## src/rtl/lcd4_init_pkg.sv

```systemverilog
package lcd4_init_pkg;
  localparam int NUM_STEPS = 7;
  localparam int STEP_W    = $clog2(NUM_STEPS);
  localparam int LAST_STEP = NUM_STEPS - 1;

  typedef struct packed {
    logic [7:0] code;   // byte to send
    logic       rs;     // 1 = data write
    logic       lone;   // only the high nibble goes out
    logic       slow;   // long wait follows
  } step_t;

  typedef enum logic [1:0] {SEQ_IDLE, SEQ_NIB, SEQ_WAIT} seq_state_e;
  typedef enum logic [1:0] {STB_IDLE, STB_SETUP, STB_HIGH, STB_HOLD} stb_phase_e;

  function automatic step_t step_lookup(input logic [STEP_W-1:0] idx);
    step_t s;
    s = '{code: 8'h00, rs: 1'b0, lone: 1'b0, slow: 1'b0};
    case (idx)
      3'd0: s = '{code: 8'h20, rs: 1'b0, lone: 1'b1, slow: 1'b0};
      3'd1: s.code = 8'h24;
      3'd2: s.code = 8'h20;
      3'd3: s = '{code: 8'h02, rs: 1'b0, lone: 1'b0, slow: 1'b1};
      3'd4: s.code = 8'h0E;
      3'd5: s.code = 8'h06;
      3'd6: s = '{code: 8'h48, rs: 1'b1, lone: 1'b0, slow: 1'b0};
      default: s.code = 8'h00;
    endcase
    return s;
  endfunction
endpackage

```

## src/rtl/lcd4_step_rom.sv

```systemverilog
module lcd4_step_rom
  import lcd4_init_pkg::*;
(
  input  logic [STEP_W-1:0] idx_i,
  output step_t             step_o
);
  always_comb step_o = step_lookup(idx_i);
endmodule

```

## src/rtl/lcd4_strobe.sv

```systemverilog
module lcd4_strobe
  import lcd4_init_pkg::*;
#(
  parameter int SETUP_CYC = 1,
  parameter int HIGH_CYC  = 2,
  parameter int HOLD_CYC  = 1
) (
  input  logic clk,
  input  logic rst_n,
  input  logic go_i,
  output logic en_o,
  output logic fin_o
);
  localparam int MAXC  = (SETUP_CYC > HIGH_CYC) ?
                         ((SETUP_CYC > HOLD_CYC) ? SETUP_CYC : HOLD_CYC) :
                         ((HIGH_CYC > HOLD_CYC) ? HIGH_CYC : HOLD_CYC);
  localparam int CNT_W = $clog2(MAXC + 1);

  stb_phase_e        phase_q;
  logic [CNT_W-1:0]  cnt_q;

  always_ff @(posedge clk) begin
    if (!rst_n) begin
      phase_q <= STB_IDLE;
      cnt_q   <= '0;
      fin_o   <= 1'b0;
    end else begin
      fin_o <= 1'b0;
      case (phase_q)
        STB_IDLE: if (go_i) begin
          phase_q <= STB_SETUP;
          cnt_q   <= CNT_W'(SETUP_CYC - 1);
        end
        STB_SETUP: if (cnt_q == '0) begin
          phase_q <= STB_HIGH;
          cnt_q   <= CNT_W'(HIGH_CYC - 1);
        end else cnt_q <= cnt_q - 1'b1;
        STB_HIGH: if (cnt_q == '0) begin
          phase_q <= STB_HOLD;
          cnt_q   <= CNT_W'(HOLD_CYC - 1);
        end else cnt_q <= cnt_q - 1'b1;
        STB_HOLD: if (cnt_q == '0) begin
          phase_q <= STB_IDLE;
          fin_o   <= 1'b1;
        end else cnt_q <= cnt_q - 1'b1;
        default: phase_q <= STB_IDLE;
      endcase
    end
  end

  assign en_o = (phase_q == STB_HIGH);

  // width checker for the high phase
  logic [CNT_W:0] hi_len_q;
  always_ff @(posedge clk) begin
    if (!rst_n)    hi_len_q <= '0;
    else if (en_o) hi_len_q <= hi_len_q + 1'b1;
    else           hi_len_q <= '0;
  end

  a_r7_high_width: assert property (@(posedge clk) disable iff (!rst_n)
    $fell(en_o) |-> (hi_len_q == (CNT_W+1)'(HIGH_CYC)));

  a_r7_no_refire: assert property (@(posedge clk) disable iff (!rst_n)
    (go_i && phase_q != STB_IDLE) |-> 1'b0);
endmodule

```

## src/rtl/lcd4_wait_timer.sv

```systemverilog
module lcd4_wait_timer #(
  parameter int LONG_WAIT  = 2000,
  parameter int SHORT_WAIT = 50
) (
  input  logic clk,
  input  logic rst_n,
  input  logic load_i,
  input  logic slow_i,
  output logic exp_o
);
  localparam int MAXW = (LONG_WAIT > SHORT_WAIT) ? LONG_WAIT : SHORT_WAIT;
  localparam int W    = $clog2(MAXW + 1);

  logic [W-1:0] cnt_q;

  always_ff @(posedge clk) begin
    if (!rst_n)             cnt_q <= '0;
    else if (load_i)        cnt_q <= slow_i ? W'(LONG_WAIT) : W'(SHORT_WAIT);
    else if (cnt_q != '0)   cnt_q <= cnt_q - 1'b1;
  end

  assign exp_o = (cnt_q == W'(1));

  a_r8_no_reload: assert property (@(posedge clk) disable iff (!rst_n)
    load_i |-> (cnt_q == '0));
endmodule

```

## src/rtl/lcd4_init_seq.sv

```systemverilog
module lcd4_init_seq
  import lcd4_init_pkg::*;
#(
  parameter int EN_HIGH_CYC = 2,
  parameter int SETUP_CYC   = 1,
  parameter int HOLD_CYC    = 1,
  parameter int LONG_WAIT   = 2000,
  parameter int SHORT_WAIT  = 50
) (
  input  logic       clk,
  input  logic       rst_n,
  input  logic       start_i,
  output logic       busy_o,
  output logic       done_o,
  output logic       lcd_rs_o,
  output logic       lcd_rw_o,
  output logic       lcd_en_o,
  output logic [3:0] lcd_data_o
);
  seq_state_e        state_q;
  logic [STEP_W-1:0] step_q, step_nx;
  logic              lo_half_q;
  logic              go, stb_fin, tmr_load, tmr_exp;
  step_t             cur, nxt;

  assign step_nx = step_q + 1'b1;

  lcd4_step_rom u_rom_cur (.idx_i(step_q),  .step_o(cur));
  lcd4_step_rom u_rom_nxt (.idx_i(step_nx), .step_o(nxt));

  lcd4_strobe #(.SETUP_CYC(SETUP_CYC), .HIGH_CYC(EN_HIGH_CYC), .HOLD_CYC(HOLD_CYC))
    u_stb (.clk(clk), .rst_n(rst_n), .go_i(go), .en_o(lcd_en_o), .fin_o(stb_fin));

  lcd4_wait_timer #(.LONG_WAIT(LONG_WAIT), .SHORT_WAIT(SHORT_WAIT))
    u_tmr (.clk(clk), .rst_n(rst_n), .load_i(tmr_load), .slow_i(cur.slow), .exp_o(tmr_exp));

  always_comb begin
    go       = 1'b0;
    tmr_load = 1'b0;
    case (state_q)
      SEQ_IDLE: go = start_i;
      SEQ_NIB:  if (stb_fin) begin
        if (cur.lone || lo_half_q) tmr_load = 1'b1;
        else                       go       = 1'b1;
      end
      SEQ_WAIT: go = tmr_exp && (step_q != STEP_W'(LAST_STEP));
      default: ;
    endcase
  end

  always_ff @(posedge clk) begin
    if (!rst_n) begin
      state_q    <= SEQ_IDLE;
      step_q     <= '0;
      lo_half_q  <= 1'b0;
      done_o     <= 1'b0;
      lcd_rs_o   <= 1'b0;
      lcd_data_o <= '0;
    end else begin
      done_o <= 1'b0;
      case (state_q)
        SEQ_IDLE: if (start_i) begin
          state_q    <= SEQ_NIB;
          step_q     <= '0;
          lo_half_q  <= 1'b0;
          lcd_rs_o   <= 1'b0;
          lcd_data_o <= step_lookup('0).code[7:4];
        end
        SEQ_NIB: if (stb_fin) begin
          if (cur.lone || lo_half_q) begin
            state_q <= SEQ_WAIT;
          end else begin
            lo_half_q  <= 1'b1;
            lcd_data_o <= cur.code[3:0];
          end
        end
        SEQ_WAIT: if (tmr_exp) begin
          if (step_q == STEP_W'(LAST_STEP)) begin
            state_q    <= SEQ_IDLE;
            done_o     <= 1'b1;
            lcd_rs_o   <= 1'b0;
            lcd_data_o <= '0;
          end else begin
            state_q    <= SEQ_NIB;
            step_q     <= step_nx;
            lo_half_q  <= 1'b0;
            lcd_rs_o   <= nxt.rs;
            lcd_data_o <= nxt.code[7:4];
          end
        end
        default: state_q <= SEQ_IDLE;
      endcase
    end
  end

  assign busy_o   = (state_q != SEQ_IDLE);
  assign lcd_rw_o = 1'b0;

  a_r7_setup: assert property (@(posedge clk) disable iff (!rst_n)
    $rose(lcd_en_o) |-> ($stable(lcd_data_o) && $stable(lcd_rs_o)));
  a_r7_stable_high: assert property (@(posedge clk) disable iff (!rst_n)
    (lcd_en_o && $past(lcd_en_o)) |-> ($stable(lcd_data_o) && $stable(lcd_rs_o)));
  a_r7_hold: assert property (@(posedge clk) disable iff (!rst_n)
    $fell(lcd_en_o) |-> ($stable(lcd_data_o) && $stable(lcd_rs_o)));
  a_r10_done_single: assert property (@(posedge clk) disable iff (!rst_n)
    done_o |=> !done_o);
  a_r10_done_idle: assert property (@(posedge clk) disable iff (!rst_n)
    done_o |-> !busy_o);
  a_r9_en_in_run: assert property (@(posedge clk) disable iff (!rst_n)
    lcd_en_o |-> busy_o);
  a_r9_start_ignored: assert property (@(posedge clk) disable iff (!rst_n)
    (busy_o && start_i && !tmr_exp) |=> busy_o);
endmodule

```

## config.mk

```make
export PLATFORM = sky130hd
export DESIGN_NAME = lcd4_init_seq
export DESIGN_NICKNAME = d
export VERILOG_FILES = /design/src/rtl/lcd4_init_pkg.sv /design/src/rtl/lcd4_step_rom.sv /design/src/rtl/lcd4_strobe.sv /design/src/rtl/lcd4_wait_timer.sv /design/src/rtl/lcd4_init_seq.sv
export SDC_FILE = /design/constraint.sdc
export NUM_CORES = 1
export LEC_CHECK = 0
export ABC_CLOCK_PERIOD_IN_PS = 2050
export BUFFER_PORTS_ARGS = -buffer_cell sky130_fd_sc_hd__buf_2
export CAP_MARGIN = 20
export CORE_ASPECT_RATIO = 0.8
export CORE_MARGIN = 4
export CORE_UTILIZATION = 42
export DETAILED_ROUTE_END_ITERATION = 12
export GPL_TIMING_DRIVEN = 0
export HOLD_SLACK_MARGIN = 0.08
export PLACE_DENSITY_LB_ADDON = 0.25
export SLEW_MARGIN = 20
export SYNTH_ARGS = -nofsm -noshare
export SYNTH_HDL_FRONTEND = slang
export SYNTH_SLANG_ARGS = --single-unit
```

## constraint.sdc

```tcl
create_clock -name clk -period 2.05 [get_ports clk]
set_clock_uncertainty 0.2 [all_clocks]
set_input_delay 0 -clock clk [delete_from_list [all_inputs] [get_ports clk]]
set_output_delay 0 -clock clk [all_outputs]
set_load 0.005 [all_outputs]
```

### Word level (Yosys, flattened, before mapping)

Cells that the tools add are included.

| word-level totals | value |
|---|---|
| register bits after elaboration | 28 |
| bits in latches | 0 |
| RAM bits | 0 |
| ROM bits | 0 |
| input port bits | 3 |
| output and inout bits | 9 |
| logic and storage cells | 116 |
| memories kept | 0 |

| cells by class | value |
|---|---|
| add/subtract/negate cells | 3 |
| multipliers | 0 |
| divide/modulo/power cells | 0 |
| magnitude comparators | 0 |
| eq/ne operators | 30 |
| shift-type cells | 0 |
| multiplexer cells | 50 |
| bitwise logic cells | 0 |
| reduce and logical (&&, ||, !) cells | 23 |

Operator list:

| operator | number |
|---|---|
| 7-bit case mux with 6 select lines | 1 |
| 11-bit 2-to-1 mux | 3 |
| 2-bit 2-to-1 mux | 12 |
| 4-bit case mux with 6 select lines | 1 |
| 4-bit 2-to-1 mux | 5 |
| 3-bit equality test (second input constant) | 6 |
| 2-bit case mux with 4 select lines | 2 |
| 1-bit 2-to-1 mux | 15 |
| 2-bit inequality test (second input constant) | 7 |
| 3-bit by 2-bit equality test with 1-bit output (second input constant) | 4 |
| 2-bit case mux with 3 select lines | 2 |
| 4-bit case mux with 3 select lines | 1 |
| 4-bit AND reduction | 3 |
| 11-bit by 1-bit equality test with 1-bit output (second input constant) | 1 |
| 11-bit nonzero test | 1 |
| 11-bit by 1-bit subtractor with 11-bit output (second input constant) | 1 |
| 3-bit 2-to-1 mux | 3 |
| 3-bit case mux with 3 select lines | 1 |
| 2-bit by 1-bit inequality test with 1-bit output (second input constant) | 4 |
| 2-bit equality test (second input constant) | 3 |
| 3-bit by 1-bit equality test with 1-bit output (second input constant) | 2 |
| 2-bit logical NOT | 3 |
| 3-bit logical NOT | 2 |
| 1-bit case mux with 3 select lines | 2 |
| 15 further kinds | 21 |

### Depth between registers and ports, before layout

| logic depth | value |
|---|---|
| depth in word-level cells | 8 |
| gate-level depth with buffers | 7 |
| mapped depth without buffers | 6 |

### By module

From an unflattened synthesis, not the netlist that was laid out.

| second synthesis, totals | value |
|---|---|
| cells, all modules | 226 |
| area, all modules | 1,935.6 um^2 |

By module, submodules not included:

| module | times used | cells an instance | area an instance (um^2) | sequential area each (um^2) |
|---|---|---|---|---|
| lcd4_init_seq | 1 | 93 | 813.3 | 240.2 |
| lcd4_wait_timer | 1 | 65 | 589.3 | 220.2 |
| lcd4_strobe | 1 | 40 | 357.8 | 100.1 |
| lcd4_step_rom | 2 | 14 | 87.6 | 0.0 |

### Least setup slack after synthesis

OpenSTA, ideal clock, no wires.

| timing path | value |
|---|---|
| path type | reg2reg |
| start point | reg u_tmr.cnt_q[6] |
| end point | reg step_q[0] |
| arrival | 1,649 ps |
| path slack | 80 ps |
| stages on the path, launching flop included | 5 |
| path through | dfxtp_1 or4_4 a2111oi_4 a21oi_2 mux2_2 |

| on the way | value |
|---|---|
| word-level cells in the longest chain between the ends | 3 |

Ends and longest elaborated chain:

| item | RTL line | text |
|---|---|---|
| start: declaration | lcd4_wait_timer.sv:14 | `logic [W-1:0] cnt_q;` |
| start signal: assignment | lcd4_wait_timer.sv:18 | `else if (load_i) cnt_q <= slow_i ? W'(LONG_WAIT) : W'(SHORT_WAIT);` |
| start signal: assignment | lcd4_wait_timer.sv:19 | `else if (cnt_q != '0) cnt_q <= cnt_q - 1'b1;` |
| 11-bit by 1-bit equality test with 1-bit output | lcd4_wait_timer.sv:22 | `assign exp_o = (cnt_q == W'(1));` |
| 2-bit inequality test (no source line) | -- |  |
| 4-bit AND reduction (no source line) | -- |  |
| end signal: assignment | lcd4_init_seq.sv:85 | `step_q <= step_nx;` |
| end: declaration | lcd4_init_seq.sv:21 | `logic [STEP_W-1:0] step_q, step_nx;` |

Every way passes these cells.
A chain may end at the register's enable or synchronous reset.

### Worst setup path in the final report

| timing path | value |
|---|---|
| start point | reg u_tmr.cnt_q[7] |
| end point | reg step_q[0] |

Same word-level chain as after synthesis.

==> metrics.txt <==
# TYPE chip_impl_metric gauge
chip_impl_metric{name="maxClockFrequency",unit="GHz"} 0.496
chip_impl_metric{name="vias_in_the_first_global_route",unit=""} 1432
chip_impl_info{name="critical-path-slowest-cell",value="or4_4"} 1
chip_impl_metric{name="cell_variety_after_synth",unit=""} 56
chip_impl_metric{name="critical-path-max-stage-delay",unit="ns"} 0.58
chip_impl_metric{name="routability_congestion",unit=""} 0.791
chip_impl_metric{name="detailed_place_hpwl",unit="um"} 2980
chip_impl_metric{name="worst_skew_late_latency",unit="ns"} 0.28
chip_impl_metric{name="post_synth.cell_area_avg",unit="um2"} 9.04
chip_impl_info{name="tritoncts",value="built"} 1
chip_impl_info{name="worstSetupPathType",value="reg -> reg"} 1
chip_impl_metric{name="ys_ff_latch",unit=""} 27
chip_impl_metric{name="core",unit="mm2"} 0.00426
chip_impl_info{name="post_synth_main_area_contributors",value="dfxtp_1 (29%), ha_1 (15%), mux2i_1 (5.8%)"} 1
chip_impl_metric{name="cp_data_arrival_time",unit="ns"} 1.99
chip_impl_metric{name="synth_enable_flop_cells",unit=""} 0
chip_impl_metric{name="die-height",unit="um"} 68.0
chip_impl_info{name="run_status",value="finished, final reports clean"} 1
chip_impl_metric{name="routed_wl",unit="um"} 4120
chip_impl_metric{name="pin_count",unit=""} 12
chip_impl_metric{name="layout-drive-gt1-share",unit="%"} 31.6
chip_impl_metric{name="ctsLongestPathBuffers",unit=""} 2
chip_impl_metric{name="min_period_over_period",unit="%"} 98.4
chip_impl_metric{name="globalRouteTotalUtil",unit="%"} 14.9
chip_impl_info{name="synth_flop_cell",value="dfxtp_1"} 1
chip_impl_metric{name="synthCells",unit=""} 209
chip_impl_metric{name="cap_viol_max_count",unit=""} 0
chip_impl_info{name="worst_path_dominant_cell_family",value="simple AND/OR/NAND/NOR gates"} 1
chip_impl_metric{name="wl_per_cell",unit="um"} 14.1
chip_impl_metric{name="synth_seq_area_share",unit="%"} 28.6
chip_impl_metric{name="worst-slew-pin-transition",unit="ns"} 0.517
chip_impl_info{name="rsz_0062_raised_after_global_routing",value="yes"} 1
chip_impl_metric{name="layout_min_cycle_time",unit="ns"} 2.02
chip_impl_metric{name="crit_buf_inv",unit=""} 0
chip_impl_metric{name="grt_pass1_wl",unit="um"} 6860
chip_impl_info{name="synthMostInstantiatedCell",value="dfxtp_1"} 1
chip_impl_metric{name="p_leak",unit="nW"} 0.963
chip_impl_metric{name="final.setup.tns",unit="ns"} 0
chip_impl_metric{name="num-fill-cells",unit=""} 410
chip_impl_metric{name="via_per_inst",unit=""} 5.35
chip_impl_metric{name="placementRows",unit=""} 21
chip_impl_metric{name="flow.area_growth_from_synthesis",unit="%"} 19.6
chip_impl_metric{name="finalCoreUtilization",unit="%"} 53.1
chip_impl_metric{name="pin_count_of_the_biggest_net_entering_global_routing",unit=""} 16
chip_impl_metric{name="tritoncts.num_buffers",unit=""} 3
chip_impl_metric{name="synth-warning-count",unit=""} 0
chip_impl_info{name="synthTopCellsByCount",value="dfxtp_1 (27), ha_1 (22), nand2_1 (20)"} 1
chip_impl_metric{name="dr.pass1.iters",unit=""} 4
chip_impl_info{name="critical_path.cell_chain",value="or4_4, a2111oi_4, a21oi_2, mux2_2"} 1
chip_impl_metric{name="die_w",unit="um"} 83.0
chip_impl_metric{name="slew_headroom",unit="%"} 65.5
chip_impl_metric{name="port_buffers",unit=""} 8
chip_impl_metric{name="routed-wl-met3",unit="um"} 159
chip_impl_metric{name="timing.final.setup_violations",unit=""} 0
chip_impl_metric{name="design.die.area",unit="mm2"} 0.00564
chip_impl_metric{name="clk_transition_reported_paths",unit="ns"} 0.10
chip_impl_metric{name="vias",unit=""} 1557
chip_impl_info{name="top_layer_used",value="met4"} 1
chip_impl_metric{name="ir_worst_vdd",unit="mV"} 0.642
chip_impl_metric{name="grt_antenna_before_repair",unit=""} 0
chip_impl_metric{name="p_total",unit="mW"} 2.95
chip_impl_metric{name="met2RoutedLength",unit="um"} 1850
chip_impl_metric{name="yosys.area.top_type_share",unit="%"} 28.6
chip_impl_info{name="critPathCaptureType",value="register"} 1
chip_impl_metric{name="insertedDiodeCount",unit=""} 0
chip_impl_metric{name="number_of_hold_slack_violations_in_the_final_timing_report",unit=""} 0
chip_impl_metric{name="powerDensity",unit="mW/mm2"} 1300
chip_impl_metric{name="synth_async_sr_flop_share",unit="%"} 0
chip_impl_metric{name="htree_levels",unit=""} 1
chip_impl_metric{name="drt.antenna.violating_nets",unit=""} 0
chip_impl_metric{name="route.layer.met1.wl",unit="um"} 2090
chip_impl_metric{name="initial_core_util",unit="%"} 44.4
chip_impl_metric{name="cp.required",unit="ns"} 2.02
chip_impl_info{name="post-synth-top-area-cell",value="dfxtp_1"} 1
chip_impl_metric{name="crit_fanout",unit=""} 5
chip_impl_metric{name="drt_iter0_markers",unit=""} 79
chip_impl_metric{name="clkSinkCount",unit=""} 27
chip_impl_metric{name="grt-ovfl-total",unit=""} 0
chip_impl_metric{name="finalNetCount",unit=""} 260
chip_impl_metric{name="drc_errors",unit=""} 0
chip_impl_info{name="cp-start-kind",value="register"} 1
chip_impl_metric{name="finalMaxSlewViolations",unit=""} 0
chip_impl_metric{name="mappedNetlistArea",unit="mm2"} 0.00189
chip_impl_info{name="min_path_type",value="in -> reg"} 1
chip_impl_info{name="cts_root_buf",value="clkbuf_8"} 1
## worst paths after layout
kind                        end  slack (ns)  cells past startpoint            from
setup / recovery      step_q[0]        0.03                      4  u_tmr.cnt_q[7]
hold / removal         lcd_rs_o         0.1                      4         start_i
setup reg to reg      step_q[0]        0.03                      4  u_tmr.cnt_q[7]
hold reg to reg   lcd_data_o[3]        0.27                      2   lcd_data_o[3]
## power breakdown
| part | internal, mW | switching, mW |
|---|---|---|
| sequential | 0.685 | 0.210 |
| combinational | 0.872 | 0.870 |
| clock | 0.136 | 0.175 |
| total | 1.69 | 1.25 |
## worst register-to-register path, stage by stage (launching register included)
cell and delay, ns:
dfxtp_4 0.37, or4_4 0.59, a2111oi_4 0.35, a21oi_2 0.14, mux2_2 0.27
## repair_timing
item | 4_1_cts | 5_1_grt
resized for setup | 16 | 19
hold buffers | 1 | 0
hold endpoints to repair | 12 | 0
setup endpoints to repair | 16 | 18
pin swaps | 7 | 10
buffers inserted | 7 | 5
## area by class of cell
| type | instances | area [um2] | share of cell area [%] |
|---|---|---|---|
| timing repair buffer | 21 | 140 | 6.20 |
| tap | 57 | 71.3 | 3.16 |
| sequential | 27 | 558 | 24.7 |
| inverter | 18 | 67.6 | 2.99 |
| clock buffer | 3 | 41.3 | 1.83 |
| buffer | 6 | 50.0 | 2.21 |
| multi-input combinational | 158 | 1330 | 58.7 |
| clock inverter | 1 | 5.00 | 0.221 |
## through the flow
step           area (um2)  instances  setup slack, ns  hold slack, ns
6_report             2260        291           0.0329          0.0954
5_1_grt              2260        291          -0.0125           0.115
4_1_cts              2160        286         -0.00669          0.0822
3_5_place_dp         2000        275           -0.181           0.120
3_3_place_gp         2000        275           -0.195           0.107
2_1_floorplan        1890        210           0.0804          0.0842
## kinds of logic after synthesis
logic type / Yosys count / synth area share [%]
AO/OA/AOI/OAI: 52 / 21.8
other: 1 / 0.198
XOR/XNOR: 4 / 1.85
AND/OR/NAND/NOR: 65 / 19.5
multiplexers: 13 / 7.02
flip-flops: 27 / 28.6
buffers and inverters: 25 / 6.42
adder cells (fa/ha/maj): 22 / 14.6
## metal layers
layer,GRT usage [%],vias up
met5,0,-
li1,-,804
met4,3.67,0
met2,25.1,25
met3,3.25,2
met1,19.8,726
## layout by cell type, fill, tap and decap left out, types with 2 or more instances in the layout
master     Yosys  routed
ha_2           0       2
nor4_4         1       2
a21o_1         2       2
o2111ai_1      3       3
a21oi_1        7       7
buf_4          2      14
clkbuf_8       2       5
xnor2_1        4       4
nand4_1        2       2
clkbuf_1       3       2
or4_4          2       2
nor2b_2        0       2
nor2_1        10      10
buf_2          0       8
nand2_1       20      20
a22o_2         2       2
mux2i_1       11      11
inv_2          0       3
or2_2          2       2
o21a_1         2       2
ha_1          22      17
nand3_1        4       4
mux2_2         2       2
o21ai_0       13      13
inv_1         18      15
a221oi_2       1       2
dfxtp_2        0       8
conb_1         1       2
ha_4           0       3
dfxtp_4        0       2
nand2b_1       2       2
and3_1         2       2
nor3_1         6       5
o211ai_1       3       3
dfxtp_1       27      17
## flip-flops by register name (all words and copies together) (netlist names), 2 cells and up
signal / count
u_tmr.cnt_q: 11
state_q: 2
lcd_data_o: 3
step_q: 3
u_stb.phase_q: 2
u_stb.cnt_q: 2
(Power assumes the default switching activity.)
